--- src/rtl/nand_ecc_fixup.sv ---
module nand_ecc_fixup (
  input  logic       clk,
  input  logic       rst_n,
  input  logic       start,
  input  logic [23:0] ecc_stored,
  input  logic [23:0] ecc_calc,
  output logic       busy,
  output logic       done,
  output logic [1:0] status,
  output logic [8:0] err_addr,
  output logic [2:0] err_bit,
  output logic       mem_en,
  output logic       mem_we,
  output logic [8:0] mem_addr,
  output logic [7:0] mem_wdata,
  input  logic [7:0] mem_rdata
);
  localparam logic [1:0] ST_CLEAN = 2'b00;
  localparam logic [1:0] ST_FIXED = 2'b01;
  localparam logic [1:0] ST_BAD   = 2'b10;

  typedef enum logic [1:0] {S_IDLE, S_RD, S_WR, S_FIN} state_t;
  state_t state;

  function automatic logic pairs_split(input logic [7:0] d);
    return ((d ^ (d >> 1)) & 8'h55) == 8'h55;
  endfunction

  // R1 syndrome bytes
  logic [23:0] syn;
  logic [7:0]  s0, s1, s2;
  assign syn = ecc_stored ^ ecc_calc;
  assign s0 = syn[7:0];
  assign s1 = syn[15:8];
  assign s2 = syn[23:16];

  logic quiet, data_err, code_err, need_fix;
  assign quiet    = (syn == 24'd0) || (&ecc_stored);
  assign data_err = pairs_split(s0) && pairs_split(s1) && pairs_split(s2);
  assign code_err = (syn & (syn - 24'd1)) == 24'd0;
  assign need_fix = !quiet && data_err;

  logic [1:0] cls;
  assign cls = quiet ? ST_CLEAN : (data_err || code_err) ? ST_FIXED : ST_BAD;

  logic [8:0] dec_addr;
  logic [2:0] dec_bit;
  assign dec_addr = {s2[1], s1[7], s1[5], s1[3], s1[1], s0[7], s0[5], s0[3], s0[1]};
  assign dec_bit  = {s2[7], s2[5], s2[3]};

  always_ff @(posedge clk or negedge rst_n) begin
    if (!rst_n) begin
      state    <= S_IDLE;
      status   <= ST_CLEAN;
      err_addr <= '0;
      err_bit  <= '0;
    end else begin
      case (state)
        S_IDLE: if (start) begin
          status   <= cls;
          err_addr <= need_fix ? dec_addr : 9'd0;
          err_bit  <= need_fix ? dec_bit : 3'd0;
          state    <= need_fix ? S_RD : S_FIN;
        end
        S_RD:    state <= S_WR;
        S_WR:    state <= S_FIN;
        default: state <= S_IDLE;
      endcase
    end
  end

  assign busy      = (state == S_RD) || (state == S_WR);
  assign done      = state == S_FIN;
  assign mem_en    = busy;
  assign mem_we    = state == S_WR;
  assign mem_addr  = err_addr;
  assign mem_wdata = mem_rdata ^ (8'd1 << err_bit);

  a_r8_write_follows_read: assert property (@(posedge clk) disable iff (!rst_n)
    mem_we |-> $past(mem_en && !mem_we) && $stable(mem_addr));
  a_r8_done_after_write: assert property (@(posedge clk) disable iff (!rst_n)
    mem_we |=> done && status == ST_FIXED);
  a_r11_done_pulse: assert property (@(posedge clk) disable iff (!rst_n)
    done |=> !done);
  a_r11_start_ignored: assert property (@(posedge clk) disable iff (!rst_n)
    (busy && start) |=> $stable(err_addr) && $stable(err_bit) && $stable(status));
  a_r10_legal_status: assert property (@(posedge clk) disable iff (!rst_n)
    done |-> status != 2'b11);
  a_r9_no_location: assert property (@(posedge clk) disable iff (!rst_n)
    (done && status == ST_BAD) |-> err_addr == 9'd0 && err_bit == 3'd0);
endmodule

--- config.mk ---
export PLATFORM = sky130hd
export DESIGN_NAME = nand_ecc_fixup
export DESIGN_NICKNAME = d
export VERILOG_FILES = /design/src/rtl/nand_ecc_fixup.sv
export SDC_FILE = /design/constraint.sdc
export NUM_CORES = 1
export LEC_CHECK = 0
export BUFFER_PORTS_ARGS = -buffer_cell sky130_fd_sc_hd__buf_4
export CAP_MARGIN = 20
export CORE_ASPECT_RATIO = 1.1
export CORE_MARGIN = 3
export CORE_UTILIZATION = 42
export DETAILED_ROUTE_END_ITERATION = 16
export PLACE_DENSITY = 0.75
export SYNTH_ARGS = -nofsm -noshare
export SYNTH_HDL_FRONTEND = slang
export SYNTH_SLANG_ARGS = --single-unit
export TNS_END_PERCENT = 20
--- constraint.sdc ---
create_clock -name clk -period 1.4 [get_ports clk]
set_input_delay 0.14 -clock clk [delete_from_list [all_inputs] [get_ports clk]]
set_output_delay 0.14 -clock clk [all_outputs]
set_load 0.02 [all_outputs]
==> impl_table.tex, run 1 <==
\begin{tabular}{lr}
\hline
Metric & Value \\
\hline
\multicolumn{2}{l}{\textbf{Yosys}} \\
Cell types occupying the most area after synthesis & dfrtp\_1, ha\_1, xor2\_1, nand2\_1, xnor2\_1 \\
Mean area per synthesized cell & 8.27 um2 \\
Area share of the largest cell type after synthesis & 21.1\% \\
Warning count from the yosys run & 0 \\
Cell area after technology mapping & 1890 um2 \\
Syn Nets & 305 \\
Number of flip-flops and latches in the synthesized netlist & 16 \\
Proportion of synthesized chip area in sequential cells & 21.1\% \\
Distinct cell type count after synthesis & 49 \\
Library cell occupying the most area in the post-synthesis netlist & dfrtp\_1 \\
Count of flip-flops with a built-in enable after synthesis & 0 \\
Most instantiated flip-flop cell in the synthesis netlist & dfrtp\_1 \\
Synthesized instance count & 229 \\
Post-synthesis async set-or-reset flop share & 100\% \\
\multicolumn{2}{l}{\textbf{Die}} \\
Floorplan Core Area & 4140 um2 \\
DIE AREA & 5350 um2 \\
Io pins & 94 \\
Starting utilization of the core area & 45.7\% \\
Horizontal die dimension & 70.0 um \\
Core Rows & 24 \\
Height of the die & 76.4 um \\
\multicolumn{2}{l}{\textbf{Finish}} \\
Final layout net count & 457 \\
Commonest non-fill, non-tap cell in the layout & buf\_4 \\
Filler Cells Inserted & 167 \\
Number of antenna repair diodes & 0 \\
Post-layout utilization of the core & 90.4\% \\
Area growth syn-to-layout & 97.7\% \\
Number of cells in the finished layout apart from fillers & 431 \\
Share of layout cells above drive strength 1 & 63.6\% \\
Commonest non-fill, non-tap cells in the layout & buf\_4, nand2\_1, dfrtp\_1 \\
\multicolumn{2}{l}{\textbf{Clock tree}} \\
Clock tree buffer depth & 2 \\
Inserted Clock Buffers & 3 \\
Clock sink count & 16 \\
Clock tree from TritonCTS & done \\
Clock-pin slew on the worst setup and hold paths & 0.05 ns \\
H-tree depth & 1 \\
Clock latency reported for the late side of the worst-skew pair & 0.25 ns \\
Clock root cell & clkbuf\_8 \\
\multicolumn{2}{l}{\textbf{STA}} \\
Highest clock frequency the design can meet & 535 MHz \\
Minimum hold slack & 0.278 ns \\
Final worst clock skew & 0.00372 ns \\
Worst rel slew slack & 72.1\% \\
Setup-failing EPs final & 15 \\
Count of final hold-check violations & 0 \\
Transition time of the tightest slew-check pin & 0.415 ns \\
Setup repair after global routing missed its margin & true \\
Final critical-path share of the clock period & 133\% \\
Final min period & 1.87 ns \\
Post-route setup slack & -0.469 ns \\
Pins over their slew limit & 0 \\
\multicolumn{2}{l}{\textbf{Placed design}} \\
Number of buffer cells added on primary ports & 93 \\
Placed wire-length estimate after detailed placement & 5500 um \\
Placed Instances & 410 \\
Gp weighted congestion & 0.996 \\
\multicolumn{2}{l}{\textbf{GRT}} \\
Number of antenna violations at the first check in global routing & 0 \\
Pin count of the biggest net entering global routing & 17 \\
First-pass GRT wire length & 12,600 um \\
Total global routing overflow & 0 \\
Number of global-route vias before repair & 2,573 \\
Global Route Usage Sum & 29.3\% \\
\multicolumn{2}{l}{\textbf{Route}} \\
Initial drt markers & 284 \\
Routed wirelength normalized by instance count & 21.5 um \\
Final Routed Wirelength & 9260 um \\
Antenna violation net count after detailed routing & 0 \\
Vias per inst & 6.09 \\
Detailed Routing Iterations Pass 1 & 5 \\
Post-detailed-route DRC marker count & 0 \\
Count of vias placed by the detailed router & 2,624 \\
\multicolumn{2}{l}{\textbf{Critical path}} \\
Critical Path Source & ecc\_calc[7] \\
Worst path arrival time & 2.04 ns \\
Nature of the critical path endpoint & flop \\
Critical path's slowest cell & nand4\_1 \\
Ordered cell list for the critical path & buf\_8 -> xor2\_4 -> inv\_2 -> buf\_6 -> ha\_4 -> nand4\_1 -> nor3\_4 -> nand4\_1 -> buf\_6 -> o21ai\_0 \\
Required time at the worst-slack endpoint & 1.57 ns \\
Stage delay of the slowest cell on the critical path & 0.26 ns \\
Launching element type of the critical path & primary input \\
Kind of cell with the highest combined delay on the critical path & simple AND/OR/NAND/NOR gates \\
Max FO, Critical Path & 7 \\
R2R Path Start & state[0] \\
Crit Path Class & in2reg \\
Crit path buffers/inverters & 4 \\
\multicolumn{2}{l}{\textbf{Pwr}} \\
Max IR drop VDD & 0.000503 V \\
Power density relative to cell area & 754 nW/um2 \\
Total Power & 2.82 mW \\
Leakage power & 1.72 nW \\
\multicolumn{2}{l}{\textbf{Run}} \\
Max cap viols & 0 \\
\multicolumn{2}{l}{\textbf{Status}} \\
Outcome & finished with violations \\
Failing checks & negative setup slack \\
\multicolumn{2}{l}{\textbf{Hold path}} \\
Origin of the worst min-delay path & ecc\_calc[5] \\
Worst min-delay path category & in2reg \\
\hline
\end{tabular}
-- path summary, 6_finish.rpt --
check	end	cells past startpoint	slack, ns
min in group asynchronous	state[1]	2	0.29
worst max-delay path	err_addr[2]	10	-0.47
max in group asynchronous	err_bit[0]	2	0.92
worst min register to register	status[1]	1	0.49
worst min-delay path	err_addr[2]	3	0.28
worst max register to register	state[1]	6	0.04
-- state kept, by name (all words and copies together) (netlist names) --
| name | flops |
|---|---|
| err_bit | 3 |
| err_addr | 9 |
| status | 2 |
| state | 2 |
-- power by group --
group	switching [mW]	internal [mW]	total (mW)
clock network	0.144	0.191	0.334
logic	1.02	0.928	1.95
registers	0.0288	0.510	0.539
total	1.19	1.63	2.82
-- logic make-up (layout without fill, tap and decap cells) --
kind of cell | count (synthesis) | in the layout | share of synthesized area [%]
multiplexers | 1 | 1 | 0.528
flip-flops | 16 | 16 | 21.1
adder cells (fa/ha/maj) | 17 | 17 | 11.2
AND/OR/NAND/NOR | 80 | 80 | 23.2
buffers and inverters | 34 | 184 | 8.78
AO/OA/AOI/OAI | 49 | 49 | 17.0
XOR/XNOR | 32 | 32 | 18.2
-- layout make-up --
type / count / area [um2] / share of cell area (%)
multi-input combinational: 179 / 1880 / 50.2
timing repair buffer: 162 / 1280 / 34.2
sequential: 16 / 404 / 10.8
inverter: 19 / 73.8 / 1.97
tap: 52 / 65.1 / 1.74
clock buffer: 3 / 41.3 / 1.10
-- per-stage QoR --
stage / worst slack (ns) / cell area (um2) / setup TNS (ns)
finish: -0.469 / 3740 / -6.36
global route: -0.624 / 3740 / -7.39
CTS: -0.265 / 3650 / -2.91
detailed placement: -0.617 / 3220 / -8.19
global placement: -0.617 / 3220 / -7.21
floorplan: -0.308 / 2170 / -2.17
-- per-layer routing --
metal / wire length (um) / up-vias / GRT usage (%) / share of wire (%)
met5: 0 / - / 0 / 0
met4: 776 / 0 / 18.8 / 8.4
met3: 1010 / 77 / 4.35 / 11
met2: 4540 / 231 / 52.1 / 49
met1: 2930 / 1195 / 31.9 / 32
li1: - / 1121 / - / -
-- cells in the mapped netlist, drive strengths merged (2+ instances only) --
master,instances
nor2,9
o22ai,2
nand3b,2
xor2,16
o31a,2
nor3,8
nand2,28
nor3b,2
buf,10
clkbuf,5
dfrtp,16
xnor2,16
o31ai,3
a21oi,9
nand3,8
a31oi,2
inv,19
o21ai,17
ha,17
nor4,5
nand4,14
-- worst min-delay path, stage by stage --
cell and delay [ns]:
buf_8 0.08, xnor2_4 0.16, o21ai_0 0.09
-- repair_timing --
action                                  4_1_cts  5_1_grt
pin swaps                                    33       11
endpoints found under the hold margin        16        0
setup buffers                                11        5
endpoints found under the setup margin       19       22
cloned                                        1        0
hold buffers                                  1        0
resized for setup                            69       11
(Power assumes the default switching activity.)
==> run 2: changes to the inputs <==
- clock period: 1.4 -> 1.65 ns (I/O delays scaled with it)
==> run 2 against run 1 <==
Effect of this change: the run still ends with negative setup slack left; non-clock buffer count down 3; flip-flop and latch count unchanged; hold slack worse by 0.0024 ns; clock power about the same.
==> impl_table.tex, run 2 (synthesis results as in run 1) <==
\begin{tabular}{lr}
\hline
Metric & Value \\
\hline
\multicolumn{2}{l}{\textbf{Clock tree}} \\
Inserted Clock Buffers & 3 \\
Clock tree buffer depth & 2 \\
Clock-pin slew on the worst setup and hold paths & 0.06 ns \\
H-tree depth & 1 \\
Clock tree from TritonCTS & done \\
Clock sink count & 16 \\
Clock root cell & clkbuf\_8 \\
Clock latency reported for the late side of the worst-skew pair & 0.25 ns \\
\multicolumn{2}{l}{\textbf{Finish}} \\
Final layout net count & 454 \\
Share of layout cells above drive strength 1 & 58.1\% \\
Top flop regs & err\_addr x9, err\_bit x3 \\
Commonest non-fill, non-tap cell in the layout & buf\_4 \\
Post-layout utilization of the core & 84.8\% \\
Commonest non-fill, non-tap cells in the layout & buf\_4, nand2\_1, dfrtp\_1 \\
Max reg flops & 9 \\
Number of antenna repair diodes & 0 \\
Area growth syn-to-layout & 85.5\% \\
Final Instance Area & 3510 um2 \\
Register with the most flip-flops & err\_addr \\
Number of cells in the finished layout apart from fillers & 429 \\
\multicolumn{2}{l}{\textbf{GRT}} \\
Global Route Usage Sum & 23.3\% \\
Pin count of the biggest net entering global routing & 17 \\
Number of global-route vias before repair & 2,325 \\
Number of antenna violations at the first check in global routing & 0 \\
Total global routing overflow & 0 \\
First-pass GRT wire length & 10,300 um \\
\multicolumn{2}{l}{\textbf{Die}} \\
Horizontal die dimension & 70.0 um \\
Starting utilization of the core area & 45.7\% \\
Floorplan Core Area & 4140 um2 \\
Core Rows & 24 \\
Io pins & 94 \\
DIE AREA & 5350 um2 \\
Height of the die & 76.4 um \\
\multicolumn{2}{l}{\textbf{Critical path}} \\
Ordered cell list for the critical path & buf\_6 -> xnor2\_4 -> buf\_4 -> inv\_1 -> ha\_1 -> a21oi\_1 -> o21ai\_0 -> nand4b\_1 -> nor4\_2 -> nand3\_1 -> a32o\_1 \\
Crit Path Class & in2reg \\
Stage delay of the slowest cell on the critical path & 0.27 ns \\
Max FO, Critical Path & 4 \\
Launching element type of the critical path & primary input \\
Required time at the worst-slack endpoint & 1.78 ns \\
Critical path's slowest cell & a32o\_1 \\
Nature of the critical path endpoint & flop \\
Worst path arrival time & 1.97 ns \\
Reg2Reg Setup Slack & 0.23 ns \\
\multicolumn{2}{l}{\textbf{Placed design}} \\
Gp weighted congestion & 0.981 \\
Placed wire-length estimate after detailed placement & 5600 um \\
Placed Instances & 413 \\
Number of buffer cells added on primary ports & 93 \\
Total cell area at the placement stage & 3090 um2 \\
\multicolumn{2}{l}{\textbf{Route}} \\
Vias per inst & 5.62 \\
Detailed Routing Iterations Pass 1 & 4 \\
Post-detailed-route DRC marker count & 0 \\
Antenna violation net count after detailed routing & 0 \\
Initial drt markers & 130 \\
Final Routed Wirelength & 7550 um \\
Routed wirelength normalized by instance count & 17.6 um \\
Count of vias placed by the detailed router & 2,413 \\
\multicolumn{2}{l}{\textbf{STA}} \\
Final critical-path share of the clock period & 111\% \\
Pins over their slew limit & 0 \\
Minimum hold slack & 0.276 ns \\
Count of final hold-check violations & 0 \\
Transition time of the tightest slew-check pin & 0.369 ns \\
Final min period & 1.84 ns \\
Post-route setup slack & -0.189 ns \\
Worst rel slew slack & 75.2\% \\
Setup-failing EPs final & 15 \\
Setup repair after global routing missed its margin & true \\
Final worst clock skew & 0.00503 ns \\
Highest clock frequency the design can meet & 544 MHz \\
\multicolumn{2}{l}{\textbf{Hold path}} \\
Worst min-delay path category & in2reg \\
\multicolumn{2}{l}{\textbf{Status}} \\
Failing checks & negative setup slack \\
Outcome & finished with violations \\
\multicolumn{2}{l}{\textbf{Run}} \\
Max cap viols & 0 \\
\multicolumn{2}{l}{\textbf{Pwr}} \\
Power density relative to cell area & 649 nW/um2 \\
Leakage power & 1.68 nW \\
Max IR drop VDD & 0.000353 V \\
\hline
\end{tabular}
## run 2: cell type report
cell class,instances,area (um2)
multi-input combinational,179,1650
timing repair buffer,159,1270
fill,236,629
sequential,16,400
inverter,19,71.3
tap,52,65.1
clock buffer,4,55.1
## run 2: repair_timing
action                                 in CTS  in global routing
pin swaps                                  11                 20
setup buffers                               1                  9
cloned                                      0                  1
endpoints found under the hold margin      16                  0
setup endpoints to repair                  15                 15
resized for setup                          15                 48
hold buffers                                1                  0
## run 2: per-layer routing
metal  part of all wire [%]  track usage, %
met5                      0               0
met2                     51            46.0
met1                     36            25.1
met3                    8.3            2.37
met4                    5.2            7.85
## run 2: power by group
group          internal [mW]  switching, mW  total [mW]
registers              0.433         0.0268       0.460
logic                  0.718          0.770        1.49
clock network          0.211          0.124       0.336
## run 2: worst paths after layout
path / start / end / cells after the start
min in group asynchronous: rst_n / err_addr[5] / 2
worst min register to register: err_addr[2] / err_addr[2] / 2
worst min-delay path: start / status[0] / 3
worst max register to register: state[0] / err_addr[5] / 7
max in group asynchronous: rst_n / err_addr[0] / 2
worst max-delay path: ecc_stored[1] / status[1] / 11
## run 2: critical path: cells and delay by family
kind,cells,cell delay [ns]
buffers and inverters,3,0.30
and+or+nand+nor,3,0.58
xor gates and xnor gates,1,0.24
adders and majority gates,1,0.17
AOI/OAI and AO/OA,3,0.51
## run 2: metrics by stage
stage | total power, mW | worst slack, ns | setup TNS, ns
final | 2.28 | -0.189 | -1.01
after CTS | 2.16 | -0.140 | -0.185
after floorplan | 1.19 | -0.0953 | -0.118
after global placement | 1.77 | -0.382 | -4.94
after global routing | 2.42 | -0.320 | -1.78
after detailed placement | 1.79 | -0.437 | -5.34
==> run 3: changes to the inputs <==
- RECOVER_POWER: unset -> 50
==> run 3 against run 2 <==
Effect of this change: setup slack about the same; maximum frequency about the same; hold slack improved by 0.00070 ns; die area unchanged; combinational power about the same; cell count unchanged; the flow still finishes with violations (negative setup slack); core utilization decreased by 0.91 points; via count increased by 0.21%; routed wire length about the same.
==> impl_table.tex, run 3 (synthesis results as in run 1) <==
\begin{tabular}{lr}
\hline
Metric & Value \\
\hline
\multicolumn{2}{l}{\textbf{Critical path}} \\
Nature of the critical path endpoint & flop \\
Crit Path Class & in2reg \\
Reg2Reg Setup Slack & 0.23 ns \\
R2R Path Start & state[0] \\
Launching element type of the critical path & primary input \\
Required time at the worst-slack endpoint & 1.78 ns \\
Max FO, Critical Path & 4 \\
Number of cell instances on the worst register-to-register path & 7 \\
R2R Path End & err\_addr[5] \\
Worst path arrival time & 1.97 ns \\
\multicolumn{2}{l}{\textbf{GRT}} \\
Number of antenna violations at the first check in global routing & 0 \\
Global routing met3 resource utilization & 2.37\% \\
Pin count of the biggest net entering global routing & 17 \\
Total global routing overflow & 0 \\
Most crowded layer after global routing & met2 \\
Met2 GRT Util & 46.0\% \\
First-pass GRT wire length & 10,300 um \\
Number of global-route vias before repair & 2,325 \\
Global Route Usage Sum & 23.3\% \\
GRT met1 Usage & 25.1\% \\
\multicolumn{2}{l}{\textbf{Finish}} \\
Final layout net count & 454 \\
Share of layout cells above drive strength 1 & 55.4\% \\
Max reg flops & 9 \\
Area growth syn-to-layout & 83.6\% \\
Top flop regs & err\_addr x9, err\_bit x3 \\
Register with the most flip-flops & err\_addr \\
Filler Cells Inserted & 244 \\
Commonest non-fill, non-tap cells in the layout & buf\_4, nand2\_1, dfrtp\_1 \\
Number of cells in the finished layout apart from fillers & 429 \\
Number of antenna repair diodes & 0 \\
Commonest non-fill, non-tap cell in the layout & buf\_4 \\
\multicolumn{2}{l}{\textbf{Route}} \\
Antenna violation net count after detailed routing & 0 \\
Final Routed Wirelength & 7550 um \\
Count of vias placed by the detailed router & 2,418 \\
Vias per inst & 5.64 \\
Initial drt markers & 124 \\
Detailed Routing Iterations Pass 1 & 4 \\
Routed wirelength normalized by instance count & 17.6 um \\
Post-detailed-route DRC marker count & 0 \\
\multicolumn{2}{l}{\textbf{STA}} \\
Final min period & 1.84 ns \\
Worst rel slew slack & 46.1\% \\
Setup repair after global routing missed its margin & true \\
Final worst clock skew & 0.00514 ns \\
Minimum hold slack & 0.276 ns \\
Post-route setup slack & -0.189 ns \\
Setup-failing EPs final & 15 \\
Count of final hold-check violations & 0 \\
Highest clock frequency the design can meet & 544 MHz \\
Pins over their slew limit & 0 \\
Transition time of the tightest slew-check pin & 0.809 ns \\
Final critical-path share of the clock period & 111\% \\
\multicolumn{2}{l}{\textbf{Clock tree}} \\
Clock-pin slew on the worst setup and hold paths & 0.06 ns \\
Clock sink count & 16 \\
Clock tree from TritonCTS & done \\
Clock root cell & clkbuf\_8 \\
H-tree depth & 1 \\
Inserted Clock Buffers & 3 \\
Clock tree buffer depth & 2 \\
Clock latency reported for the late side of the worst-skew pair & 0.25 ns \\
\multicolumn{2}{l}{\textbf{Pwr}} \\
Share of power burned in combinational logic & 65.0\% \\
Power share of the sequential group & 20.2\% \\
Net Switching & 0.921 mW \\
Clk pwr share & 14.8\% \\
Sw Ratio & 40.6\% \\
Power density relative to cell area & 653 nW/um2 \\
Leakage power & 1.64 nW \\
Internal Pwr Total & 1.35 mW \\
Max IR drop VDD & 0.000353 V \\
\multicolumn{2}{l}{\textbf{Placed design}} \\
Placed wire-length estimate after detailed placement & 5600 um \\
Placed Instances & 413 \\
Gp weighted congestion & 0.981 \\
Number of buffer cells added on primary ports & 93 \\
\multicolumn{2}{l}{\textbf{Die}} \\
Height of the die & 76.4 um \\
DIE AREA & 5350 um2 \\
Horizontal die dimension & 70.0 um \\
Core Rows & 24 \\
Floorplan Core Area & 4140 um2 \\
Starting utilization of the core area & 45.7\% \\
Io pins & 94 \\
\multicolumn{2}{l}{\textbf{Hold path}} \\
Origin of the worst min-delay path & start \\
Hold Crit Endpoint & status[0] \\
Hold depth & 3 \\
Worst min-delay path category & in2reg \\
\multicolumn{2}{l}{\textbf{Status}} \\
Failing checks & negative setup slack \\
Outcome & finished with violations \\
\multicolumn{2}{l}{\textbf{Run}} \\
Max cap viols & 0 \\
\hline
\end{tabular}
run 3: changes by cell type in the layout (fill, tap and decap cells not counted):
cell / before / now
buf_4: 145 / 135
clkbuf_1: 0 / 10
run 3: worst max-delay path by stage:
| stage | depth (start not counted) | slack [ns] | to | start |
|---|---|---|---|---|
| floorplan | 9 | -0.1 | status[1] | ecc_stored[2] |
| global placement | 10 | -0.38 | status[1] | ecc_stored[2] |
| detailed placement | 9 | -0.44 | status[1] | ecc_stored[1] |
| CTS | 9 | -0.14 | status[1] | ecc_calc[1] |
| global route | 11 | -0.32 | status[1] | ecc_stored[0] |
| finish | 11 | -0.19 | status[1] | ecc_stored[1] |
run 3: what timing repair did:
item / 4_1_cts / 5_1_grt
setup buffers: 1 / 9
cloned: 0 / 1
gates resized for setup: 15 / 48
endpoints found under the setup margin: 15 / 15
pin swaps: 11 / 20
hold buffers: 1 / 0
hold endpoints to repair: 16 / 0
run 3: layout make-up:
cell class	count	area (um2)	share of cell area [%]
Tap cell	52	65.1	1.87
Timing Repair Buffer	159	1240	35.6
Multi-Input combinational cell	179	1650	47.4
Inverter	19	71.3	2.05
Sequential cell	16	400	11.5
Clock buffer	4	55.1	1.58
run 3: critical path, stage by stage:
cell and delay, ns:
buf_6 0.11, xnor2_4 0.24, buf_4 0.16, inv_1 0.03, ha_1 0.17, a21oi_1 0.12
o21ai_0 0.12, nand4b_1 0.19, nor4_2 0.25, nand3_1 0.14, a32o_1 0.27
run 3: power by group through the flow:
stage                     clock (mW)  sequential (mW)  combinational, mW
after floorplan                    0            0.475              0.714
after global placement             0            0.464               1.30
after detailed placement           0            0.466               1.32
after CTS                      0.339            0.458               1.36
after global routing           0.364            0.465               1.58
final                          0.336            0.459               1.48
run 3: stage by stage:
stage               setup slack [ns]  utilization [%]  setup TNS, ns  instance area, um2  total power, mW
global placement              -0.382             74.5          -4.94                3090             1.77
CTS                           -0.140             78.4         -0.185                3250             2.16
detailed placement            -0.437             74.5          -5.34                3090             1.79
finish                        -0.189             83.9          -1.07                3480             2.27
floorplan                    -0.0953                -         -0.118                2000             1.19
global route                  -0.320             83.9          -1.78                3480             2.41
run 3: routing by layer:
layer | part of all wire (%) | routed length [um]
met1 | 35 | 2670
met2 | 51 | 3830
met3 | 8.6 | 651
met4 | 5.3 | 401
met5 | 0 | 0
